$ cat config.mk
export PLATFORM = sky130hd
export DESIGN_NAME = snoop_chr_mapper
export DESIGN_NICKNAME = d
export VERILOG_FILES = /design/src/rtl/snoop_mapper_pkg.sv /design/src/rtl/cpu_bank_reg.sv /design/src/rtl/nt_edge_snooper.sv /design/src/rtl/chr_addr_former.sv /design/src/rtl/snoop_chr_mapper.sv
export SDC_FILE = /design/constraint.sdc
export NUM_CORES = 1
export LEC_CHECK = 0
export ABC_AREA = 0
export BUFFER_PORTS_ARGS = -buffer_cell sky130_fd_sc_hd__clkbuf_2
export CORE_MARGIN = 2
export CORE_UTILIZATION = 28
export CTS_CLUSTER_DIAMETER = 80
export CTS_CLUSTER_SIZE = 28
export DETAILED_ROUTE_END_ITERATION = 6
export PLACE_DENSITY = 0.85
export SLEW_MARGIN = 20
export SYNTH_ARGS = -nofsm -noshare
export SYNTH_HDL_FRONTEND = slang
export SYNTH_HIERARCHICAL = 1
export SYNTH_SLANG_ARGS = --single-unit
$ cat constraint.sdc
create_clock -name clk -period 1.9 [get_ports clk]
set_input_delay 0.095 -clock clk [delete_from_list [all_inputs] [get_ports clk]]
set_output_delay 0.095 -clock clk [all_outputs]
set_load 0.03 [all_outputs]
$ cat src/rtl/snoop_mapper_pkg.sv
package snoop_mapper_pkg;

   // How the processor write meets the ROM byte on the shared bus
   typedef enum logic {
      CONFLICT_AND  = 1'b0,
      CONFLICT_NONE = 1'b1
   } conflict_mode_e;

   // How the captured value and the pattern-table select form the page
   typedef enum logic {
      GATE_NOR = 1'b0,
      GATE_OR  = 1'b1
   } gate_mode_e;

   // Nametable window decode: upper select high, pattern select low
   function automatic logic in_window(input logic sel_hi, input logic sel_lo);
      return sel_hi & ~sel_lo;
   endfunction

endpackage

$ cat src/rtl/cpu_bank_reg.sv
module cpu_bank_reg
   import snoop_mapper_pkg::*;
#(
   parameter int             DATA_W     = 8,
   parameter int             PRG_BANK_W = 2,
   parameter int             OUTER_BIT  = 2,
   parameter conflict_mode_e CONFLICT   = CONFLICT_AND
)(
   input  logic                  clk,
   input  logic                  rst_n,
   input  logic                  load,
   input  logic [DATA_W-1:0]     wdata,
   input  logic [DATA_W-1:0]     rdata,
   output logic [PRG_BANK_W-1:0] prg_bank,
   output logic                  outer_sel
);

   logic [DATA_W-1:0] bus_val;

   generate
      if (CONFLICT == CONFLICT_AND) begin : g_conflict
         assign bus_val = wdata & rdata;
      end else begin : g_clean
         assign bus_val = wdata;
      end
   endgenerate

   always_ff @(posedge clk) begin
      if (!rst_n) begin
         prg_bank  <= '0;
         outer_sel <= 1'b0;
      end else if (load) begin
         prg_bank  <= bus_val[PRG_BANK_W-1:0];
         outer_sel <= bus_val[OUTER_BIT];
      end
   end

endmodule

$ cat src/rtl/nt_edge_snooper.sv
module nt_edge_snooper
   import snoop_mapper_pkg::*;
#(
   parameter int VA_W       = 14,
   parameter int PAGE_OFS_W = 12,
   parameter int CAP_LSB    = 8,
   parameter int INNER_W    = 2
)(
   input  logic               clk,
   input  logic               rst_n,
   input  logic [VA_W-1:0]    va,
   output logic [INNER_W-1:0] inner
);

   localparam int SEL_LO = PAGE_OFS_W;
   localparam int SEL_HI = PAGE_OFS_W + 1;

   logic now_in;
   logic was_in;
   logic enter;

   assign now_in = in_window(va[SEL_HI], va[SEL_LO]);
   assign enter  = now_in & ~was_in;

   always_ff @(posedge clk) begin
      if (!rst_n) begin
         was_in <= 1'b0;
         inner  <= '0;
      end else begin
         was_in <= now_in;
         if (enter) inner <= va[CAP_LSB +: INNER_W];
      end
   end

endmodule

$ cat src/rtl/chr_addr_former.sv
module chr_addr_former
   import snoop_mapper_pkg::*;
#(
   parameter int         VA_W       = 14,
   parameter int         PAGE_OFS_W = 12,
   parameter int         INNER_W    = 2,
   parameter gate_mode_e GATE       = GATE_NOR,
   localparam int        OUT_W      = 1 + INNER_W + PAGE_OFS_W
)(
   input  logic               outer_sel,
   input  logic [INNER_W-1:0] inner,
   input  logic [VA_W-1:0]    va,
   output logic [OUT_W-1:0]   chr_addr
);

   logic [INNER_W-1:0] upper_mask;
   logic [INNER_W-1:0] page;

   assign upper_mask = {INNER_W{va[PAGE_OFS_W]}};

   generate
      if (GATE == GATE_NOR) begin : g_nor
         assign page = ~(inner | upper_mask);
      end else begin : g_or
         assign page = inner | upper_mask;
      end
   endgenerate

   assign chr_addr = {outer_sel, page, va[PAGE_OFS_W-1:0]};

endmodule

$ cat src/rtl/snoop_chr_mapper.sv
module snoop_chr_mapper
   import snoop_mapper_pkg::*;
#(
   parameter int             CPU_ADDR_W = 16,
   parameter int             DATA_W     = 8,
   parameter int             PRG_BANK_W = 2,
   parameter int             OUTER_BIT  = 2,
   parameter int             VA_W       = 14,
   parameter int             PAGE_OFS_W = 12,
   parameter int             CAP_LSB    = 8,
   parameter int             INNER_W    = 2,
   parameter conflict_mode_e CONFLICT   = CONFLICT_AND,
   parameter gate_mode_e     GATE       = GATE_NOR,
   localparam int            PRG_ADDR_W = PRG_BANK_W + CPU_ADDR_W - 1,
   localparam int            CHR_ADDR_W = 1 + INNER_W + PAGE_OFS_W
)(
   input  logic                  clk,
   input  logic                  rst_n,
   input  logic                  cpu_wr,
   input  logic [CPU_ADDR_W-1:0] cpu_addr,
   input  logic [DATA_W-1:0]     cpu_wdata,
   input  logic [DATA_W-1:0]     rom_rdata,
   input  logic [VA_W-1:0]       ppu_addr,
   output logic [PRG_ADDR_W-1:0] prg_addr,
   output logic [CHR_ADDR_W-1:0] chr_addr
);

   generate
      if (VA_W != PAGE_OFS_W + 2) begin : g_bad_va
         $error("graphics bus must be page offset plus two select bits");
      end
      if (CAP_LSB + INNER_W > PAGE_OFS_W) begin : g_bad_cap
         $error("captured field must lie inside the page offset");
      end
      if (OUTER_BIT < PRG_BANK_W || OUTER_BIT >= DATA_W) begin : g_bad_outer
         $error("outer select bit must sit above the program bank field");
      end
      if (CPU_ADDR_W < 2) begin : g_bad_cpu
         $error("processor address too narrow");
      end
   endgenerate

   logic                  reg_load;
   logic [PRG_BANK_W-1:0] prg_bank;
   logic                  outer_sel;
   logic [INNER_W-1:0]    inner;

   assign reg_load = cpu_wr & cpu_addr[CPU_ADDR_W-1];

   cpu_bank_reg #(
      .DATA_W     (DATA_W),
      .PRG_BANK_W (PRG_BANK_W),
      .OUTER_BIT  (OUTER_BIT),
      .CONFLICT   (CONFLICT)
   ) u_bank (
      .clk       (clk),
      .rst_n     (rst_n),
      .load      (reg_load),
      .wdata     (cpu_wdata),
      .rdata     (rom_rdata),
      .prg_bank  (prg_bank),
      .outer_sel (outer_sel)
   );

   nt_edge_snooper #(
      .VA_W       (VA_W),
      .PAGE_OFS_W (PAGE_OFS_W),
      .CAP_LSB    (CAP_LSB),
      .INNER_W    (INNER_W)
   ) u_snoop (
      .clk   (clk),
      .rst_n (rst_n),
      .va    (ppu_addr),
      .inner (inner)
   );

   chr_addr_former #(
      .VA_W       (VA_W),
      .PAGE_OFS_W (PAGE_OFS_W),
      .INNER_W    (INNER_W),
      .GATE       (GATE)
   ) u_chr (
      .outer_sel (outer_sel),
      .inner     (inner),
      .va        (ppu_addr),
      .chr_addr  (chr_addr)
   );

   assign prg_addr = {prg_bank, cpu_addr[CPU_ADDR_W-2:0]};

endmodule

Word level (Yosys, flattened, before mapping):

Index checks and enable logic that the tools add are counted.

* add/sub/neg operators: 0
* multipliers: 0
* divide/modulo/power cells: 0
* order comparisons: 0
* equality and inequality tests: 0
* shift operators: 0
* muxes and demuxes: 0
* bitwise gates (word level): 8
* reduce and logical (&&, ||, !) cells: 0

Operators by type and width (number)
* $and A1 B1 Y1: 3
* $and A3 B3 Y3: 1
* $not A1 Y1: 2
* $not A2 Y2: 1
* $or A2 B2 Y2: 1

* register bits: 6
* latch bits: 0
* bits in writable memories: 0
* bits in read-only memories: 0
* input bits: 49
* output and inout port bits: 32
* memories kept: 0

Logic depth before layout (Yosys ltp):

Gate-level depths: netlist (run 1).

* depth in word-level cells: 3
* depth in mapped cells: 3

Cells and area by module:

The synthesis (run 1) kept the hierarchy.

Modules (own cells, without submodules)
* nt_edge_snooper: instances 1, cells an instance 11, area each 123.9 µm²
* snoop_chr_mapper: instances 1, cells an instance 16, area each 118.9 µm²
* cpu_bank_reg: instances 1, cells an instance 12, area each 112.6 µm²
* chr_addr_former: instances 1, cells an instance 15, area each 105.1 µm²

Worst setup path after synthesis (run 1):

No wires, ideal clock.

* path kind: register to output
* from: register u_snoop.inner[0]
* to: output chr_addr[12]
* arrival time: 0.693 ns
* data required time: 1.805 ns
* slack: 1.112 ns
* cell stages (with the launch flop): 2
* path through: dfxtp_1 > nor2_1

* longest elaborated chain between the ends: 2

Ends and longest elaborated chain
* start, declared: line nt_edge_snooper.sv:12 `output logic [INNER_W-1:0] inner`
* start signal, assigned: line nt_edge_snooper.sv:31 `if (enter) inner <= va[CAP_LSB +: INNER_W];`
* $or A2 B2 Y2: line chr_addr_former.sv:23 `assign page = ~(inner | upper_mask);`
* $not A2 Y2: line chr_addr_former.sv:23
* end, declared: line snoop_chr_mapper.sv:25 `output logic [CHR_ADDR_W-1:0] chr_addr`

No other way between the ends.

Worst setup path after layout (run 1):

* from: register u_snoop.inner[1]
* to: output chr_addr[13]

The elaborated chain is that of the path after synthesis.

==> results by group, run 1 <==
Status
  – Status: completed

Layout
  – Cell area after layout: 392.9 um^2
  – Final nets: 100
  – Final core occ: 0.2578
  – Final-layout fill cell count: 165
  – Antenna cell count: 0
  – Layout cell share with drive strength beyond 1: 0.5102
  – P&R area growth vs syn: -14.67%

Critical path
  – Worst-path maximum fanout: 2
  – Reg2Reg Depth: 2
  – CP startpoint kind: flop
  – Worst r2r src: u_snoop/was_in
  – R2R Path End: u_snoop/inner[1]
  – Slowest stage cell on the critical path: dfxtp_1
  – FF-to-FF setup slack: 1.10 ns
  – CP Class: flop to primary output
  – Crit. End Element: primary output
  – Worst Path Arrival: 0.82 ns
  – Worst endpoint required time: 1.80 ns
  – Crit path largest cell delay: 0.30 ns
  – Critical-path cell list: nor2_1 > clkbuf_2

Drt
  – DRC: 0
  – Via count: 291
  – Vias per cell: 4.477
  – WL/cell: 10.08 um
  – DRT antenna net count: 0
  – Initial DRC count: 1
  – Routed Wire Length: 655 um
  – Drt first pass iters: 2

STA
  – Least-Margin Pin Slew: 0.2087 ns
  – Final setup TNS: 0 ns
  – Worst setup margin: 0.9811 ns
  – Layout Skew: 0.00008199 ns
  – Slew margin rel.: 0.8609
  – Fin. Hold Viols: 0
  – Fin crit period: 0.9189 ns
  – Tcrit/Tclk final: 0.4836
  – Max-slew violation total from the final report: 0
  – Fmax: 1088 MHz
  – Endpoints failing setup: 0
  – RSZ-0062 raised after global routing: no

Yosys
  – Cell Area, Synth: 460.4 um^2
  – Top-count cell post-synth: buf_4
  – Ys flop type: dfxtp_1
  – Ys async rst share: 0
  – Net Count, Synth: 103
  – Number of enable flip-flop cells after synthesis: 0
  – Count of cell types in the netlist: 10
  – Gate Count Post-Synth: 54
  – Synth Area per Inst: 8.527 um^2
  – Synth Warn #: 6
  – Synth top area cells: buf_4 (46%), dfxtp_1 (26%), nand2_1 (5.7%)
  – Top cells by count, synth: buf_4 (28), nand2_1 (7), dfxtp_1 (6), nand3b_1 (3), nand4_1 (3)
  – Register area share after synthesis: 0.2609
  – Synthesis-stage register bit count: 6
  – Synth top area share: 0.4565
  – Largest area contributor in the netlist: buf_4

Hold path
  – Hold path depth: 3
  – Hold endpoint: u_bank/prg_bank[1]
  – Hold Crit Class: primary input to flop
  – Hold path startpoint: rom_rdata[1]

Die
  – # rows: 14
  – Die Y-Extent: 44.55 um
  – Die Area: 1985 um^2
  – Die width: 44.55 um
  – Ports: 81
  – Initial core utilization: 0.3021
  – Core Area: 1524 um^2

Clock network
  – Clock Sinks: 6
  – Clock tree buffer depth: 2
  – Post-CTS sizing: 0
  – CTS tree: done
  – Reg clk slew, reported paths: 0.04 ns
  – CTS H-tree depth: 1
  – Postcts setup bufs: 0
  – Clock Tree Root: clkbuf_4
  – Worst skew pair latency: 0.24 ns
  – Hold buffers post-CTS: 0
  – Total CTS buffers: 3

Flow run
  – Reported max-cap violation count: 0

Placed design
  – Routability congestion estimate: 0.5528
  – Pre-CTS WS: 1.090 ns
  – Placed inst area: 370.4 um^2
  – Port buffer count: 20

Pwr
  – Sequential share of power: 0.447
  – Combinational share of power: 0.174
  – Internal Power: 224.8 uW
  – Sw Share: 0.2496
  – Switching Power: 74.76 uW
  – Peak VDD IR: 0.4186 mV
  – Leak pwr: 0.0002043 uW
  – Clock power frac: 0.378
  – Total power: 299.6 uW
  – P per Cell Area: 762.5 nW/um^2

Global routing
  – Largest net degree at the start of global routing: 12
  – Total global routing overflow: 0
  – GRT Resource Usage Total: 0.07827
  – Initial antenna violation count: 0
  – Number of global-route vias before repair: 261
  – Global-route wire length before repair: 1000 um
## worst max path at each step
stage / from / endpoint / slack, ns / depth (start not counted)
4_1_cts: u_snoop/inner[1] / chr_addr[13] / 0.96 / 2
5_1_grt: u_snoop/inner[0] / chr_addr[12] / 0.92 / 2
6_report: u_snoop/inner[1] / chr_addr[13] / 0.98 / 2
2_1_floorplan: u_snoop/inner[0] / chr_addr[12] / 1.11 / 1
3_5_place_dp: u_snoop/was_in / u_snoop/inner[1] / 1.09 / 2
3_3_place_gp: u_snoop/was_in / u_snoop/inner[0] / 1.12 / 2
## per-layer routing
layer  part of all wire  wire length, um  global-route usage  vias up
met5                  0                0                   0        -
met4              0.021               14             0.07273        0
met3               0.19              124             0.08980        4
met2               0.45              294              0.1101       29
met1               0.34              222             0.05353      118
li1                   -                -                   -      140
## registers in the layout, summed over array words and instances (netlist names)
signal / cells
u_bank/outer_sel: 1
u_snoop/inner: 2
u_snoop/was_in: 1
u_bank/prg_bank: 2
## critical path: cells and delay by family, from the launching register on
family                 cells  cell delay, ns
AND/OR/NAND/NOR            1            0.08
flip-flops                 1            0.30
buffers and inverters      1            0.20
## stage by stage
step	std cells	hold WS, ns
after floorplan	54	0.2345
after global placement	62	0.1902
after detailed placement	62	0.1902
after CTS	65	0.07855
after global routing	65	0.08985
final	65	0.09151
## layout by cell type, fill, tap and decap left out, drive strengths merged
cell and instances:
nand2 7, nand4 3, dfxtp 6, nand3b 3, clkbuf 23, nor2 2, nor3b 1, mux2i 2
and2 1, and3b 1
## final cells by class
class,count,area (um^2),share of cell area
multi-input combinational,20,130.1,0.3312
sequential,6,120.1,0.3057
timing repair buffer,20,100.1,0.2548
tap,16,20.02,0.05096
clock buffer,3,22.52,0.05732
## cells by family (layout without fill, tap and decap cells)
family,Yosys count,count (layout),share of synthesized area
buffers and inverters,28,23,0.4565
DFF,6,6,0.2609
muxes,2,2,0.04348
and+or+nand+nor,18,18,0.2392
## power by group through the flow
stage	Clock [uW]	Sequential [uW]	Combinational, uW
6_report	113	134	52.2
5_1_grt	128	134	57.6
4_1_cts	124	134	53.0
3_5_place_dp	0	136	52.9
3_3_place_gp	0	136	51.8
2_1_floorplan	0	138	128
Note: power is estimated with default switching activity, not from simulation.
==> run 2: changes to the inputs <==
--- a/config.mk
+++ b/config.mk
@@ -8,11 +8,11 @@
 export ABC_AREA = 0
 export BUFFER_PORTS_ARGS = -buffer_cell sky130_fd_sc_hd__clkbuf_2
 export CORE_MARGIN = 2
-export CORE_UTILIZATION = 28
+export CORE_UTILIZATION = 23
 export CTS_CLUSTER_DIAMETER = 80
 export CTS_CLUSTER_SIZE = 28
 export DETAILED_ROUTE_END_ITERATION = 6
-export PLACE_DENSITY = 0.85
+export PLACE_DENSITY = 0.75
 export SLEW_MARGIN = 20
 export SYNTH_ARGS = -nofsm -noshare
 export SYNTH_HDL_FRONTEND = slang
==> constraint.sdc (replaced) <==
create_clock -name clk -period 0.8 [get_ports clk]
set_input_delay 0.04 -clock clk [delete_from_list [all_inputs] [get_ports clk]]
set_output_delay 0.04 -clock clk [all_outputs]
set_load 0.03 [all_outputs]
==> run 2 against run 1 <==
Net effect:
- the flow now finishes with violations (setup timing)
- die area is 20% higher
- cell count is 17% higher
- count of clock-buffer cells in the layout stayed put
- register-to-register slack worse by 1.1 ns
- hold slack worse by 0.057 ns
- global-route usage is 1.2 points lower
- setup slack worse by 1.0 ns
- clock power is 140% higher
- non-clock buffer count stayed put
- critical endpoint is now chr_addr[12]
==> results by group, run 2 (synthesis results as in run 1) <==
Layout
  – Antenna cell count: 0 (unchanged)
  – Most frequent cells in the layout: clkbuf_2 (15), nand2_1 (7), dfxtp_2 (5)
  – Final-layout fill cell count: 229 (+39%)
  – Largest regs: u_bank/prg_bank (2), u_snoop/inner (2)
  – Layout cell share with drive strength beyond 1: 0.6327 (+0.1224)
  – Final nets: 100 (unchanged)
  – P&R area growth vs syn: -1.087%
  – Cell area after layout: 455.4 um^2 (+16%)
  – Most common cell after layout, fill and taps aside: clkbuf_2

Die
  – Initial core utilization: 0.2396 (-0.06255)
  – Die Y-Extent: 48.74 um (+9.4%)
  – Core Area: 1922 um^2 (+26%)
  – Die Area: 2376 um^2 (+20%)
  – Ports: 81 (unchanged)
  – # rows: 16 (+2)
  – Die width: 48.74 um (+9.4%)

Critical path
  – Worst endpoint required time: 0.76 ns (-1.04 ns)
  – CP startpoint kind: flop
  – Delay-heaviest family, CP: flip-flops
  – R2R Path End: u_snoop/inner[0]
  – Crit. End Element: primary output
  – Slowest stage cell on the critical path: dfxtp_2
  – End of the critical path: chr_addr[12]
  – Worst r2r src: u_snoop/was_in
  – Critical-path cell list: nor2_4 > buf_6
  – Worst-path maximum fanout: 2 (unchanged)
  – Crit path largest cell delay: 0.32 ns (+0.02 ns)
  – Crit path from: u_snoop/inner[0]
  – Worst Path Arrival: 0.80 ns (-0.02 ns)
  – CP Class: flop to primary output
  – FF-to-FF setup slack: -0.02 ns (-1.12 ns)
  – Buffers plus inverters on the worst setup path: 1 (unchanged)
  – Reg2Reg Depth: 2 (unchanged)
  – Crit path depth: 2 (unchanged)

Clock network
  – Hold buffers post-CTS: 0 (unchanged)
  – Clock tree buffer depth: 2 (unchanged)
  – Clock Tree Root: clkbuf_4
  – Total CTS buffers: 3 (unchanged)
  – CTS tree: done
  – Reg clk slew, reported paths: 0.05 ns (about the same)
  – Clock Sinks: 6 (unchanged)
  – Postcts setup bufs: 0 (unchanged)
  – CTS H-tree depth: 1 (unchanged)
  – Worst skew pair latency: 0.23 ns (about the same)

Global routing
  – Initial antenna violation count: 0 (unchanged)
  – Total global routing overflow: 0 (unchanged)
  – GRT Resource Usage Total: 0.06619 (-0.01208)
  – Number of global-route vias before repair: 290 (+11%)
  – Global-route wire length before repair: 1145 um (+14%)
  – Largest net degree at the start of global routing: 12 (unchanged)

Pwr
  – Peak VDD IR: 0.6850 mV (+64%)
  – Leak pwr: 0.0002179 uW (+6.7%)
  – P per Cell Area: 1617 nW/um^2 (+110%)

Placed design
  – Dpl hpwl: 557.2 um
  – Pre-CTS WS: -0.009225 ns (-1.099 ns)
  – Routability congestion estimate: 0.5967 (+7.9%)
  – Placed inst area: 384.1 um^2 (+3.7%)
  – Port buffer count: 20 (unchanged)

STA
  – Layout Skew: 0.00004133 ns (-0.00004066 ns)
  – Fin. Hold Viols: 0 (unchanged)
  – Slew margin rel.: 0.8609 (about the same)
  – Least-Margin Pin Slew: 0.2086 ns (-0.00006974 ns)
  – Endpoints failing setup: 4 (+4)
  – Tcrit/Tclk final: 1.050
  – Final setup TNS: -0.07430 ns (-0.07430 ns)
  – Fmax: 1191 MHz
  – Fin crit period: 0.8400 ns
  – RSZ-0062 raised after global routing: yes
  – Worst setup margin: -0.03998 ns (-1.021 ns)
  – Max-slew violation total from the final report: 0 (unchanged)

Drt
  – DRC: 0 (unchanged)
  – Vias per cell: 3.882 (-13%)
  – DRT antenna net count: 0 (unchanged)
  – Drt first pass iters: 2 (unchanged)
  – Initial DRC count: 2 (+1)
  – Routed Wire Length: 739 um (+13%)
  – Via count: 295 (+1.4%)
  – WL/cell: 9.724 um (-3.5%)

Flow run
  – Reported max-cap violation count: 0 (unchanged)

Status
  – Status: finished, violations left
  – Failing checks: setup timing

Hold path
  – Hold Crit Class: primary input to flop
-- run 2: cell count changes in the layout (fill, tap and decap cells not counted), moves of 3 or more --
cell      before  now
dfxtp_1        6    1
clkbuf_8       0    3
clkbuf_2      20   15
dfxtp_2        0    5
-- run 2: metal layers --
layer  global-route usage  vias up  wire (um)
li1                     -      139          -
met1              0.05503      128        241
met2               0.1027       22        352
met3              0.06481        6        128
met4              0.03333        0         16
met5                    0        -          0
-- run 2: worst min path at each step --
stage,start,depth (start not counted),to,slack [ns]
after floorplan,rst_n,2,u_bank/outer_sel,0.18
after global placement,ppu_addr[1],0,chr_addr[1],0.08
after detailed placement,ppu_addr[1],0,chr_addr[1],0.08
after CTS,rom_rdata[2],3,u_bank/outer_sel,0.03
after global routing,rom_rdata[2],3,u_bank/outer_sel,0.02
final,rom_rdata[2],3,u_bank/outer_sel,0.04
-- run 2: worst register-to-register path, delay by kind of cell (launching register included) --
kind / cells / cell delay, ns
flops: 1 / 0.32
simple gates: 1 / 0.22
mux: 1 / 0.20
-- run 2: timing repair --
item | CTS | global route
pin swaps | 1 | 2
resized for setup | 10 | 8
setup endpoints to repair | 7 | 6
-- run 2: per-stage QoR --
stage            util  total power [uW]  hold WS, ns  instances
2_1_floorplan       -             631.9       0.1795         54
3_3_place_gp   0.1999             445.9      0.08020         73
3_5_place_dp   0.1999             450.3      0.08020         73
4_1_cts        0.2292             747.7      0.03209         76
5_1_grt        0.2370             792.1      0.02473         76
6_report       0.2370             736.3      0.03500         76
-- run 2: power by group --
group	switching [uW]	internal, uW	total, uW
Combinational	76.1	67.6	144
Clock	102	169	271
Sequential	8.03	314	322
Total	186	551	736
-- run 2: final cells by class --
| type | count | area (um^2) | share of cell area |
|---|---|---|---|
| clock buffer | 3 | 22.52 | 0.04945 |
| multi-input combinational | 20 | 137.6 | 0.3022 |
| sequential | 6 | 126.4 | 0.2775 |
| tap | 27 | 33.78 | 0.07418 |
| timing repair buffer | 20 | 135.1 | 0.2967 |
==> run 3: changes to the inputs <==
--- a/config.mk
+++ b/config.mk
@@ -6,13 +6,13 @@
 export NUM_CORES = 1
 export LEC_CHECK = 0
 export ABC_AREA = 0
-export BUFFER_PORTS_ARGS = -buffer_cell sky130_fd_sc_hd__clkbuf_2
-export CORE_MARGIN = 2
-export CORE_UTILIZATION = 23
+export CORE_AREA = 2 2 39 41
 export CTS_CLUSTER_DIAMETER = 80
 export CTS_CLUSTER_SIZE = 28
 export DETAILED_ROUTE_END_ITERATION = 6
-export PLACE_DENSITY = 0.75
+export DIE_AREA = 0 0 41 43
+export DONT_BUFFER_PORTS = 1
+export PLACE_DENSITY = 0.51
 export SLEW_MARGIN = 20
 export SYNTH_ARGS = -nofsm -noshare
 export SYNTH_HDL_FRONTEND = slang
==> run 3 against run 2 <==
Net effect:
- critical endpoint is now chr_addr[13]
- routed wire length rose by 14%
- cell count fell by 20%
- utilization rose by 9.7 points
- register-to-register slack barely moved
- setup slack improved by 0.0046 ns
- sequential share of layout area fell by 0.92 points
- global-route usage rose by 3.3 points
- the run ends with hold timing, setup timing left
- largest cell class is now buffers
- sequential power barely moved
- combinational power fell by 9%
- critical path depth did not move
==> results by group, run 3 (synthesis results as in run 1) <==
Status
  – Status: finished, violations left
  – Failing checks: hold timing, setup timing

Drt
  – WL/cell: 13.80 um (+42%)
  – Initial DRC count: 1 (-1)
  – DRC: 0 (unchanged)
  – Via count: 274 (-7.1%)
  – Routed Wire Length: 842 um (+14%)
  – Drt first pass iters: 3 (+1)
  – DRT antenna net count: 0 (unchanged)
  – Vias per cell: 4.492 (+16%)

Critical path
  – Reg2Reg Depth: 2 (unchanged)
  – Worst-path maximum fanout: 2 (unchanged)
  – Delay-heaviest family, CP: flip-flops
  – R2R Path End: u_snoop/inner[1]
  – Worst Path Arrival: 0.80 ns (about the same)
  – CP startpoint kind: flop
  – Buffers plus inverters on the worst setup path: 1 (unchanged)
  – Worst endpoint required time: 0.76 ns (about the same)
  – Worst r2r src: u_snoop/was_in
  – Crit. End Element: primary output
  – Critical-path cell list: nor2_2 > buf_6
  – FF-to-FF setup slack: -0.01 ns (about the same)
  – CP Class: flop to primary output
  – Crit path largest cell delay: 0.32 ns (about the same)
  – Slowest stage cell on the critical path: dfxtp_2

Layout
  – P&R area growth vs syn: 0.2717%
  – Final-layout fill cell count: 137 (-40%)
  – Most common cell after layout, fill and taps aside: dlygate4sd3_1
  – Largest regs: u_bank/prg_bank (2), u_snoop/inner (2)
  – Post-Layout Cell Count: 61 (-20%)
  – Layout cell share with drive strength beyond 1: 0.3333 (-0.2993)
  – Reg area: 123.9 um^2 (-2.0%)
  – Final nets: 96 (-4.0%)
  – Antenna cell count: 0 (unchanged)
  – Combined area of the multi-input logic cells: 133.9 um^2 (-2.7%)
  – Most frequent cells in the layout: dlygate4sd3_1 (10), nand2_1 (7)

Die
  – # rows: 14 (-2)
  – Die Area: 1763 um^2 (-26%)
  – Initial core utilization: 0.3327 (+0.09315)
  – Ports: 81 (unchanged)
  – Die width: 41 um (-16%)
  – Die Y-Extent: 43 um (-12%)
  – Core Area: 1384 um^2 (-28%)

Pwr
  – P per Cell Area: 1587 nW/um^2 (-1.9%)
  – Peak VDD IR: 0.4829 mV (-29%)
  – Leak pwr: 0.0002081 uW (-4.5%)

STA
  – Max-slew violation total from the final report: 0 (unchanged)
  – Least-Margin Pin Slew: 0.3312 ns (+0.1225 ns)
  – RSZ-0062 raised after global routing: yes
  – Endpoints failing setup: 4 (unchanged)
  – Slew margin rel.: 0.7792 (-0.08169)
  – Layout Skew: 0.0007900 ns (+0.0007487 ns)
  – Worst hold slack: -0.02057 ns (-0.05558 ns)
  – Fin. Hold Viols: 2 (+2)
  – Worst setup margin: -0.03540 ns (+0.004582 ns)
  – Fin crit period: 0.8354 ns (-0.004582 ns)
  – Fmax: 1197 MHz (+0.55%)
  – Tcrit/Tclk final: 1.044 (-0.005727)

Hold path
  – Hold path startpoint: ppu_addr[12]
  – Hold endpoint: u_snoop/inner[1]
  – Hold path depth: 2 (-1)
  – Hold Crit Class: primary input to flop

Clock network
  – CTS tree: done
  – Clock Sinks: 6 (unchanged)
  – Postcts setup bufs: 0 (unchanged)
  – Worst skew pair latency: 0.24 ns (about the same)
  – Clock Tree Root: clkbuf_4
  – Clock tree buffer depth: 2 (unchanged)
  – Reg clk slew, reported paths: 0.05 ns (about the same)
  – Total CTS buffers: 3 (unchanged)
  – CTS H-tree depth: 1 (unchanged)

Global routing
  – GRT Resource Usage Total: 0.09940 (+0.03321)
  – Global-route wire length before repair: 1110 um (-3.1%)
  – Largest net degree at the start of global routing: 10 (-2)
  – Number of global-route vias before repair: 282 (-2.8%)
  – Total global routing overflow: 0 (unchanged)
  – Initial antenna violation count: 0 (unchanged)

Placed design
  – Port buffer count: 0 (-100%)
  – Placed cell count: 47 (-36%)
  – Routability congestion estimate: 0.6053 (+1.4%)

Flow run
  – Reported max-cap violation count: 0 (unchanged)
==> run 3: layout make-up <==
cell class	count	share of cell area
Timing Repair Buffer	16	0.3496
Multi-Input combinational cell	20	0.2900
Clock buffer	3	0.04878
Tap cell	16	0.04336
Sequential cell	6	0.2683
==> run 3: timing repair <==
item / 4_1_cts / 5_1_grt
pin swaps: 0 / 1
setup endpoints to repair: 4 / 9
hold buffers: 9 / 3
hold endpoints to repair: 6 / 3
gates resized for setup: 1 / 8
==> run 3: worst max-delay path by stage <==
stage | start | end | slack, ns | depth (start not counted)
2_1_floorplan | u_snoop/was_in | u_snoop/inner[0] | 0.05 | 2
3_3_place_gp | u_snoop/was_in | u_snoop/inner[1] | -0.00002 | 2
3_5_place_dp | u_snoop/was_in | u_snoop/inner[1] | -0.01 | 2
4_1_cts | u_snoop/inner[1] | chr_addr[13] | -0.05 | 2
5_1_grt | u_snoop/inner[1] | chr_addr[13] | -0.08 | 2
6_report | u_snoop/inner[1] | chr_addr[13] | -0.04 | 2
==> run 3: routing by layer <==
layer  share of wire  vias up  global-route usage
met2            0.50       21              0.1688
met3            0.16        2             0.04712
met5               0        -                   0
li1                -      131                   -
met4          0.0024        0              0.1133
met1            0.34      120             0.06109
==> run 3: metrics by stage <==
stage	utilization	setup TNS (ns)	worst slack (ns)	power [uW]	cell area [um^2]
5_1_grt	0.3336	-0.2609	-0.07700	766.7	461.7
2_1_floorplan	-	0	0.04797	631.9	460.4
6_report	0.3336	-0.07664	-0.03540	732.6	461.7
3_3_place_gp	0.2224	-0.00001926	-0.00001926	398.1	307.8
3_5_place_dp	0.2224	-0.01327	-0.01022	399.6	307.8
4_1_cts	0.3047	-0.1465	-0.04687	732.9	421.7
==> run 3: worst register-to-register path, stage by stage (launching register included) <==
cell and delay, ns:
dfxtp_2 0.32, nor3b_4 0.21, mux2i_1 0.21
==> run 3: report_power, final <==
part	internal, uW	switching [uW]
Clock	170	112
Combinational	75.3	55.4
Sequential	313	7.17
Total	558	175
